`config.mk`:
```
export PLATFORM = sky130hd
export DESIGN_NAME = ratio_clk_enable_gen
export DESIGN_NICKNAME = d
export VERILOG_FILES = /design/src/rtl/cdg_pkg.sv /design/src/rtl/cdg_cfg_reg.sv /design/src/rtl/cdg_domain_div.sv /design/src/rtl/cdg_boundary.sv /design/src/rtl/ratio_clk_enable_gen.sv
export SDC_FILE = /design/constraint.sdc
export NUM_CORES = 1
export LEC_CHECK = 0
export BUFFER_PORTS_ARGS = -buffer_cell sky130_fd_sc_hd__buf_2
export CAP_MARGIN = 0
export CORE_UTILIZATION = 40
export CTS_BUF_LIST = sky130_fd_sc_hd__clkbuf_16
export DETAILED_ROUTE_END_ITERATION = 10
export PLACE_DENSITY = 0.61
export SETUP_SLACK_MARGIN = 0.05
export SYNTH_ARGS = -nofsm -noshare
export SYNTH_HDL_FRONTEND = slang
export SYNTH_SLANG_ARGS = --single-unit
```
`constraint.sdc`:
```
create_clock -name clk -period 4.35 [get_ports clk]
set_input_delay 0.2175 -clock clk [delete_from_list [all_inputs] [get_ports clk]]
set_output_delay 0.2175 -clock clk [all_outputs]
set_load 0.02 [all_outputs]
```
`src/rtl/cdg_pkg.sv`:
```
// Shared widths, the configuration record and the alignment check.
// Assumes: ratios and lengths are unsigned; the products fit in PROD_W bits.
package cdg_pkg;
    parameter int DIV_W  = 8;
    parameter int LEN_W  = 8;
    localparam int PROD_W = DIV_W + LEN_W;

    typedef struct packed {
        logic [DIV_W-1:0] net_div;
        logic [DIV_W-1:0] mem_div;
        logic [LEN_W-1:0] net_len;
        logic [LEN_W-1:0] mem_len;
    } cdg_cfg_t;

    // Both service cycles must span the same number of source cycles.
    function automatic logic cfg_aligned(cdg_cfg_t c);
        logic [PROD_W-1:0] net_span;
        logic [PROD_W-1:0] mem_span;
        logic              nonzero;
        net_span = PROD_W'(c.net_div) * PROD_W'(c.net_len);
        mem_span = PROD_W'(c.mem_div) * PROD_W'(c.mem_len);
        nonzero  = (c.net_div != '0) && (c.mem_div != '0) &&
                   (c.net_len != '0) && (c.mem_len != '0);
        return nonzero && (net_span == mem_span);
    endfunction
endpackage

```
`src/rtl/cdg_cfg_reg.sv`:
```
// Configuration holding register with registered validity verdict.
// Assumes: load is a synchronous request; reset leaves an empty (invalid) config.
module cdg_cfg_reg
    import cdg_pkg::*;
(
    input  logic     clk,
    input  logic     rst_n,
    input  logic     load,
    input  cdg_cfg_t cfg_in,
    output cdg_cfg_t cfg_q,
    output logic     ok_q
);
    // Capture the configuration and its verdict on a load edge.
    always_ff @(posedge clk) begin
        if (!rst_n) begin
            cfg_q <= '0;
            ok_q  <= 1'b0;
        end else if (load) begin
            cfg_q <= cfg_in;
            ok_q  <= cfg_aligned(cfg_in);
        end
    end

    AST_CFG_HELD: assert property (@(posedge clk) disable iff (!rst_n)
        !load |=> $stable(cfg_q) && $stable(ok_q));
endmodule

```
`src/rtl/cdg_domain_div.sv`:
```
// One divided domain: prescaler producing the enable, plus a service-cycle
// tick counter. Assumes div and len are nonzero whenever run is high.
module cdg_domain_div
    import cdg_pkg::*;
(
    input  logic             clk,
    input  logic             rst_n,
    input  logic             clr,
    input  logic             run,
    input  logic [DIV_W-1:0] div,
    input  logic [LEN_W-1:0] len,
    output logic             tick,
    output logic             last,
    output logic [LEN_W-1:0] cnt
);
    localparam logic [DIV_W-1:0] ONE_D = DIV_W'(1);
    localparam logic [LEN_W-1:0] ONE_L = LEN_W'(1);

    logic [DIV_W-1:0] pre;

    // Enable fires on the final prescaler count; last marks the final tick of a service cycle.
    always_comb begin
        tick = run && (pre == div - ONE_D);
        last = tick && (cnt == len - ONE_L);
    end

    // Advance prescaler and service counter; clear on reset or reload.
    always_ff @(posedge clk) begin
        if (!rst_n || clr) begin
            pre <= '0;
            cnt <= '0;
        end else if (run) begin
            pre <= tick ? '0 : pre + ONE_D;
            if (tick) begin
                cnt <= last ? '0 : cnt + ONE_L;
            end
        end
    end

    AST_PRE_RANGE: assert property (@(posedge clk) disable iff (!rst_n)
        run |-> (pre < div));
    AST_CNT_HOLD: assert property (@(posedge clk) disable iff (!rst_n)
        (!tick && !clr) |=> $stable(cnt));
    AST_CNT_STEP: assert property (@(posedge clk) disable iff (!rst_n)
        (tick && !clr && !last) |=> (cnt == $past(cnt) + ONE_L));
endmodule

```
`src/rtl/cdg_boundary.sv`:
```
// Common service-cycle boundary detector.
// Assumes: both domain counters were cleared on the same edge.
module cdg_boundary (
    input  logic clk,
    input  logic rst_n,
    input  logic ok,
    input  logic net_last,
    input  logic mem_last,
    output logic strobe
);
    // Strobe only when both domains finish a service cycle on this edge.
    always_comb strobe = ok && net_last && mem_last;

    AST_NET_WRAP_PAIRED: assert property (@(posedge clk) disable iff (!rst_n)
        (ok && net_last) |-> mem_last);
    AST_MEM_WRAP_PAIRED: assert property (@(posedge clk) disable iff (!rst_n)
        (ok && mem_last) |-> net_last);
endmodule

```
`src/rtl/ratio_clk_enable_gen.sv`:
```
// Top: two integer-divided enable streams from one source clock, phase
// aligned on a common service-cycle boundary. Assumes one clock, sync reset.
module ratio_clk_enable_gen
    import cdg_pkg::*;
(
    input  logic             clk,
    input  logic             rst_n,
    input  logic             cfg_load,
    input  logic [DIV_W-1:0] net_div_in,
    input  logic [DIV_W-1:0] mem_div_in,
    input  logic [LEN_W-1:0] net_len_in,
    input  logic [LEN_W-1:0] mem_len_in,
    output logic             net_en,
    output logic             mem_en,
    output logic [LEN_W-1:0] net_cnt,
    output logic [LEN_W-1:0] mem_cnt,
    output logic             sc_boundary,
    output logic             cfg_err
);
    cdg_cfg_t cfg_in, cfg_q;
    logic     ok_q;
    logic     net_last, mem_last;

    // Gather the config inputs into one record.
    always_comb begin
        cfg_in.net_div = net_div_in;
        cfg_in.mem_div = mem_div_in;
        cfg_in.net_len = net_len_in;
        cfg_in.mem_len = mem_len_in;
    end

    cdg_cfg_reg u_cfg (
        .clk    (clk),
        .rst_n  (rst_n),
        .load   (cfg_load),
        .cfg_in (cfg_in),
        .cfg_q  (cfg_q),
        .ok_q   (ok_q)
    );

    cdg_domain_div u_net (
        .clk   (clk),
        .rst_n (rst_n),
        .clr   (cfg_load),
        .run   (ok_q),
        .div   (cfg_q.net_div),
        .len   (cfg_q.net_len),
        .tick  (net_en),
        .last  (net_last),
        .cnt   (net_cnt)
    );

    cdg_domain_div u_mem (
        .clk   (clk),
        .rst_n (rst_n),
        .clr   (cfg_load),
        .run   (ok_q),
        .div   (cfg_q.mem_div),
        .len   (cfg_q.mem_len),
        .tick  (mem_en),
        .last  (mem_last),
        .cnt   (mem_cnt)
    );

    cdg_boundary u_bnd (
        .clk      (clk),
        .rst_n    (rst_n),
        .ok       (ok_q),
        .net_last (net_last),
        .mem_last (mem_last),
        .strobe   (sc_boundary)
    );

    // Error flag is the inverse of the held verdict.
    always_comb cfg_err = !ok_q;

    AST_ERR_QUIET: assert property (@(posedge clk) disable iff (!rst_n)
        cfg_err |-> (!net_en && !mem_en && !sc_boundary));
    AST_STROBE_BOTH_EN: assert property (@(posedge clk) disable iff (!rst_n)
        sc_boundary |-> (net_en && mem_en));
    AST_LOAD_CLEARS: assert property (@(posedge clk) disable iff (!rst_n)
        cfg_load |=> (net_cnt == '0 && mem_cnt == '0));
endmodule

```
Yosys cells after proc, flatten, opt, wreduce, memory -nomap -nowiden
Index checks and enable logic that the tools add are counted.
{"block": "word_totals", "regBits": 65, "wordCells": 47}
{"block": "op_classes", "n_reduce_logical": 19, "n_eq_ne": 5, "n_mux": 4, "add_sub_neg": 8, "n_mul": 2}
{"op": "8-bit by 1-bit adder with 8-bit output, second input constant", "n": 4}
{"op": "8-bit == test", "n": 4}
{"op": "8-bit by 8-bit multiplier with 16-bit output", "n": 2}
{"op": "8-bit 2-to-1 mux", "n": 4}
{"op": "8-bit nonzero test", "n": 4}
{"op": "8-bit by 1-bit subtractor with 8-bit output, second input constant", "n": 4}
{"op": "16-bit == test", "n": 1}
{"op": "1-bit logical AND", "n": 10}
{"op": "2-bit AND reduction", "n": 2}
{"op": "1-bit logical NOT", "n": 2}
{"op": "1-bit logical OR", "n": 1}

Logic depth before layout (Yosys ltp)
{"block": "depth", "word_depth": 6, "mapped_depth": 18, "depth_no_buf": 17}

Modules after synthesis
A second synthesis with hierarchy kept.
{"block": "hier_totals", "cells_unflattened": 987, "area_unflattened_um2": 8404.3}
{"mod": "cdg_cfg_reg", "instances": 1, "cells_each": 647, "area_per_inst_um2": 5694.2}
{"mod": "cdg_domain_div", "instances": 2, "cells_each": 169, "area_per_inst_um2": 1350.0}
{"mod": "cdg_boundary", "instances": 1, "cells_each": 1, "area_per_inst_um2": 6.3}
{"mod": "ratio_clk_enable_gen", "instances": 1, "cells_each": 1, "area_per_inst_um2": 3.8}

Worst setup path after synthesis
Ideal clock, no wire load.
{"block": "synth_timing", "path_kind": "input -> register", "from": "in mem_len_in[7]", "to": "reg u_cfg.ok_q", "required_time_ns": 4.258, "stages": 16, "n_path_buf": 1, "arrival_ns": 4.604, "slack_ns": -0.346, "path_cell_list": "clkbuf_1 > nand2_1 > fa_1 > fa_1 > fa_1 > fa_1 > inv_1 > ha_1 > and3_1 > a221o_1 > o41ai_2 > nor2_1 > a211oi_2 > xor2_1 > a2bb2oi_1 > o32ai_1"}
{"block": "synth_via", "elab_chain_len": 3, "elab_cells_between_ends": 5, "classes_between": "mul (1); eq/ne (1); reduce/logical (3)"}
{"element": "start, declared", "line": "ratio_clk_enable_gen.sv:12", "rtl": "input logic [LEN_W-1:0] mem_len_in,"}
{"element": "8-bit by 8-bit multiplier with 16-bit output / 8-bit nonzero test (equally long branches)", "line": "cdg_pkg.sv:21, cdg_pkg.sv:23"}
{"element": "16-bit == test / 1-bit logical AND (equally long branches)", "line": "cdg_pkg.sv:24, cdg_pkg.sv:23"}
{"element": "1-bit logical AND *", "line": "cdg_pkg.sv:24", "rtl": "return nonzero && (net_span == mem_span);"}
{"element": "end signal, assigned", "line": "cdg_cfg_reg.sv:20", "rtl": "ok_q <= cfg_aligned(cfg_in);"}
{"element": "end, declared", "line": "cdg_cfg_reg.sv:11", "rtl": "output logic ok_q"}
Every way passes the cells marked *; elsewhere a longest branch is shown, timed or not.
A chain may end at the register's enable or synchronous reset.

Final worst setup path
Same ends and word-level chain as after synthesis.

==> out/metrics.cfg <==
[worst_setup_path]
max_stage_delay_ns=0.57
crit_slowest_cell=fa_1
endpoint_kind=flip-flop
start_kind=primary input
cpMostUsedCell=fa_1
worstSetupPathType=in -> reg
required_ns=4.56
critPathMaxFanout=6
crit_chain=buf_2, buf_4, nand2_1, fa_1, fa_1, fa_1, inv_1, fa_1, ha_4, a21o_1, o22a_1, o41ai_4, buf_4, a211oi_4, xnor2_1, a2bb2oi_1, o32ai_2
critical_path_arrival_ns=4.42
ff2ff_setup_slack_ns=1.32

[grt]
grt_pass1_vias=6330
grt_max_degree=36
grt_use_total=0.183
grt_pass1_wl_mm=29.8
antenna_found_initial=0
grt_remaining_overflow=0

[power_and_ir_drop]
vdd_drop_max_mv=0.207
p_leak_nw=4.37
power_density_mw_per_mm2=386
finalPower_mw=3.66

[routing]
drc=0
drt-pass1-iter-count=4
routedWlPerCell_microns=13.4
vias=6385
ant_nets=0
wl_mm=17.4
viasPerCell=4.91
drt_iter0_drc=192

[logic_synthesis]
synth-seq-area-share=0.163
synth-seq-cells=65
syn_inst=927
yosysWarnings=0
synth_edf_count=0
async_flop_share=0
syn_area_sq_mm=0.00797
ys_types=61
syn_avg_cell_area_sq_um=8.60
syn-num-nets=1114
synth_flop_cell=dfxtp_1

[floorplanning]
die_height_microns=143
num_rows=51
start_util=0.408
die_area_sq_mm=0.0205
core_area_sq_mm=0.0195
die_x_microns=143
io_pins=55

[finish]
final_area_sq_mm=0.00947
area_growth_pct=18.8
nets=1217
drive_gt1_frac=0.174
antenna_cells=0

[placement]
gp_congestion=0.832
place_hpwl_mm=14.3
post-place-ws_ns=-0.277
placed_area_sq_mm=0.00910
io_buffers=54

[cts]
htreeDepth=3
path_clk_slew_ns=0.05
insertion_delay_ns=0.33
clock_sinks=65
clock-root-buffer=clkbuf_16
cts_made_buffers=9
cts_tree=done
cts_buffer_depth=2

[timing]
slew-limit-headroom=0.548
worst_pin_slew_ns=0.678
worst_slack_ns=0.137
drv_slew=0
clock.fmax_mhz=237
setup_viol=0
worst_hold_slack_ns=0.300
finalCritPeriodShare=0.969
finalCriticalPeriod_ns=4.21
fin_skew_ns=0.00544
finalHoldViolCount=0
rsz0062_at_grt=true

[run]
drv_cap=0

[hold_path]
hold_class=in -> reg

[status]
status=finished clean

## cell type report
| cell class | instances | area (sq um) |
|---|---|---|
| inverter | 116 | 435 |
| tap | 265 | 332 |
| timing repair buffer | 132 | 872 |
| clock buffer | 9 | 225 |
| sequential | 65 | 1300 |
| clock inverter | 7 | 38.8 |
| fill | 1929 | 10100 |
| multi-input combinational | 706 | 6270 |
## cells in the mapped netlist, types with 3 or more instances
master	n	area (sq um)
a21o_1	9	67.6
o21bai_1	4	30.0
and3_1	8	50.1
mux2i_1	33	330
o21a_1	7	52.6
fa_1	72	1440
a21oi_1	21	105
a31oi_1	3	18.8
nand2_1	91	342
and2_1	64	400
xor2_1	39	342
nand4_1	15	93.8
dfxtp_1	65	1300
nor2b_1	33	206
ha_1	80	1000
inv_1	115	432
xnor2_1	71	622
nand2b_1	3	18.8
or3_1	5	31.3
nor3_1	12	60.1
nor3b_1	4	30.0
nor4_1	14	87.6
nand3_1	21	105
nor2_1	49	184
clkbuf_1	37	139
o21ai_0	10	50.1
## worst paths after layout
kind,from,end,cells past startpoint
worst max-delay path,mem_len_in[7],u_cfg.ok_q$_SDFFE_PN0P_,17
worst min-delay path,net_len_in[0],u_cfg.cfg_q[8]$_SDFFE_PN0P_,3
worst max register to register,u_cfg.cfg_q[16]$_SDFFE_PN0P_,u_mem.cnt[7]$_SDFFE_PP0P_,10
worst min register to register,u_net.pre[1]$_SDFFE_PP0P_,u_net.pre[1]$_SDFFE_PP0P_,2
## critical path, delay by kind of cell
| kind | cells | cell delay, ns |
|---|---|---|
| xor gates and xnor gates | 1 | 0.15 |
| buffers and inverters | 4 | 0.54 |
| adders and majority gates | 5 | 2.34 |
| and+or+nand+nor | 1 | 0.08 |
| AOI/OAI and AO/OA | 6 | 1.09 |
## power by group
group | internal (mW) | total, mW | leakage, nW | switching (mW)
clock network | 0.378 | 0.642 | 0.124 | 0.265
logic | 1.25 | 2.38 | 3.72 | 1.13
registers | 0.614 | 0.636 | 0.530 | 0.0227
total | 2.24 | 3.66 | 4.37 | 1.42
## through the flow
stage                     utilization  TNS (ns)  std cells
after CTS                       0.480         0       1299
after global placement          0.466    -0.146       1283
final                           0.485         0       1300
after floorplan                     -         0        927
after global routing            0.485         0       1300
after detailed placement        0.466    -0.277       1283
## flip-flops by register name, indices dropped and copies added, names as in the netlist
| register | count |
|---|---|
| u_cfg.cfg_q | 32 |
| u_mem.cnt | 8 |
| u_mem.pre | 8 |
| u_net.cnt | 8 |
| u_net.pre | 8 |
| u_cfg.ok_q | 1 |
## cells in the final DEF, fill, tap and decap left out, drive strengths merged, types with 5 or more instances in the layout
cell and instances:
nand4 15, nor2 49, xnor2 71, nand3 21, and3 8, xor2 39
o21ai 10, buf 127, dfxtp 65, ha 80, and2 64, nor4 15
inv 116, mux2i 33, nor3 12, nor2b 33, clkbuf 14, a21oi 21
fa 72, or3 5, nand2 91, o21a 7, a21o 9
## cell families (layout without fill, tap and decap cells)
kind of cell | count (synthesis) | count (layout) | share of synthesized area
muxes | 33 | 33 | 0.0414
DFF | 65 | 65 | 0.163
AOI/OAI and AO/OA | 81 | 81 | 0.0775
adders and majority gates | 152 | 152 | 0.306
and+or+nand+nor | 329 | 329 | 0.213
buffers and inverters | 156 | 264 | 0.0750
xor gates and xnor gates | 111 | 111 | 0.124
## routing by layer
metal / share of wire / vias to the layer above / track usage / wire length (microns)
li1: - / 3224 / - / -
met1: 0.50 / 3090 / 0.245 / 8630
met2: 0.48 / 58 / 0.311 / 8290
met3: 0.018 / 13 / 0.0211 / 312
met4: 0.011 / 0 / 0.0470 / 191
met5: 0 / - / 0 / 0
## what timing repair did
item	4_1_cts	5_1_grt
buffers inserted	0	1
hold buffers	0	0
endpoints found under the setup margin	0	1
hold endpoints to repair	0	0
resized for setup	0	18
(Power assumes the default switching activity.)
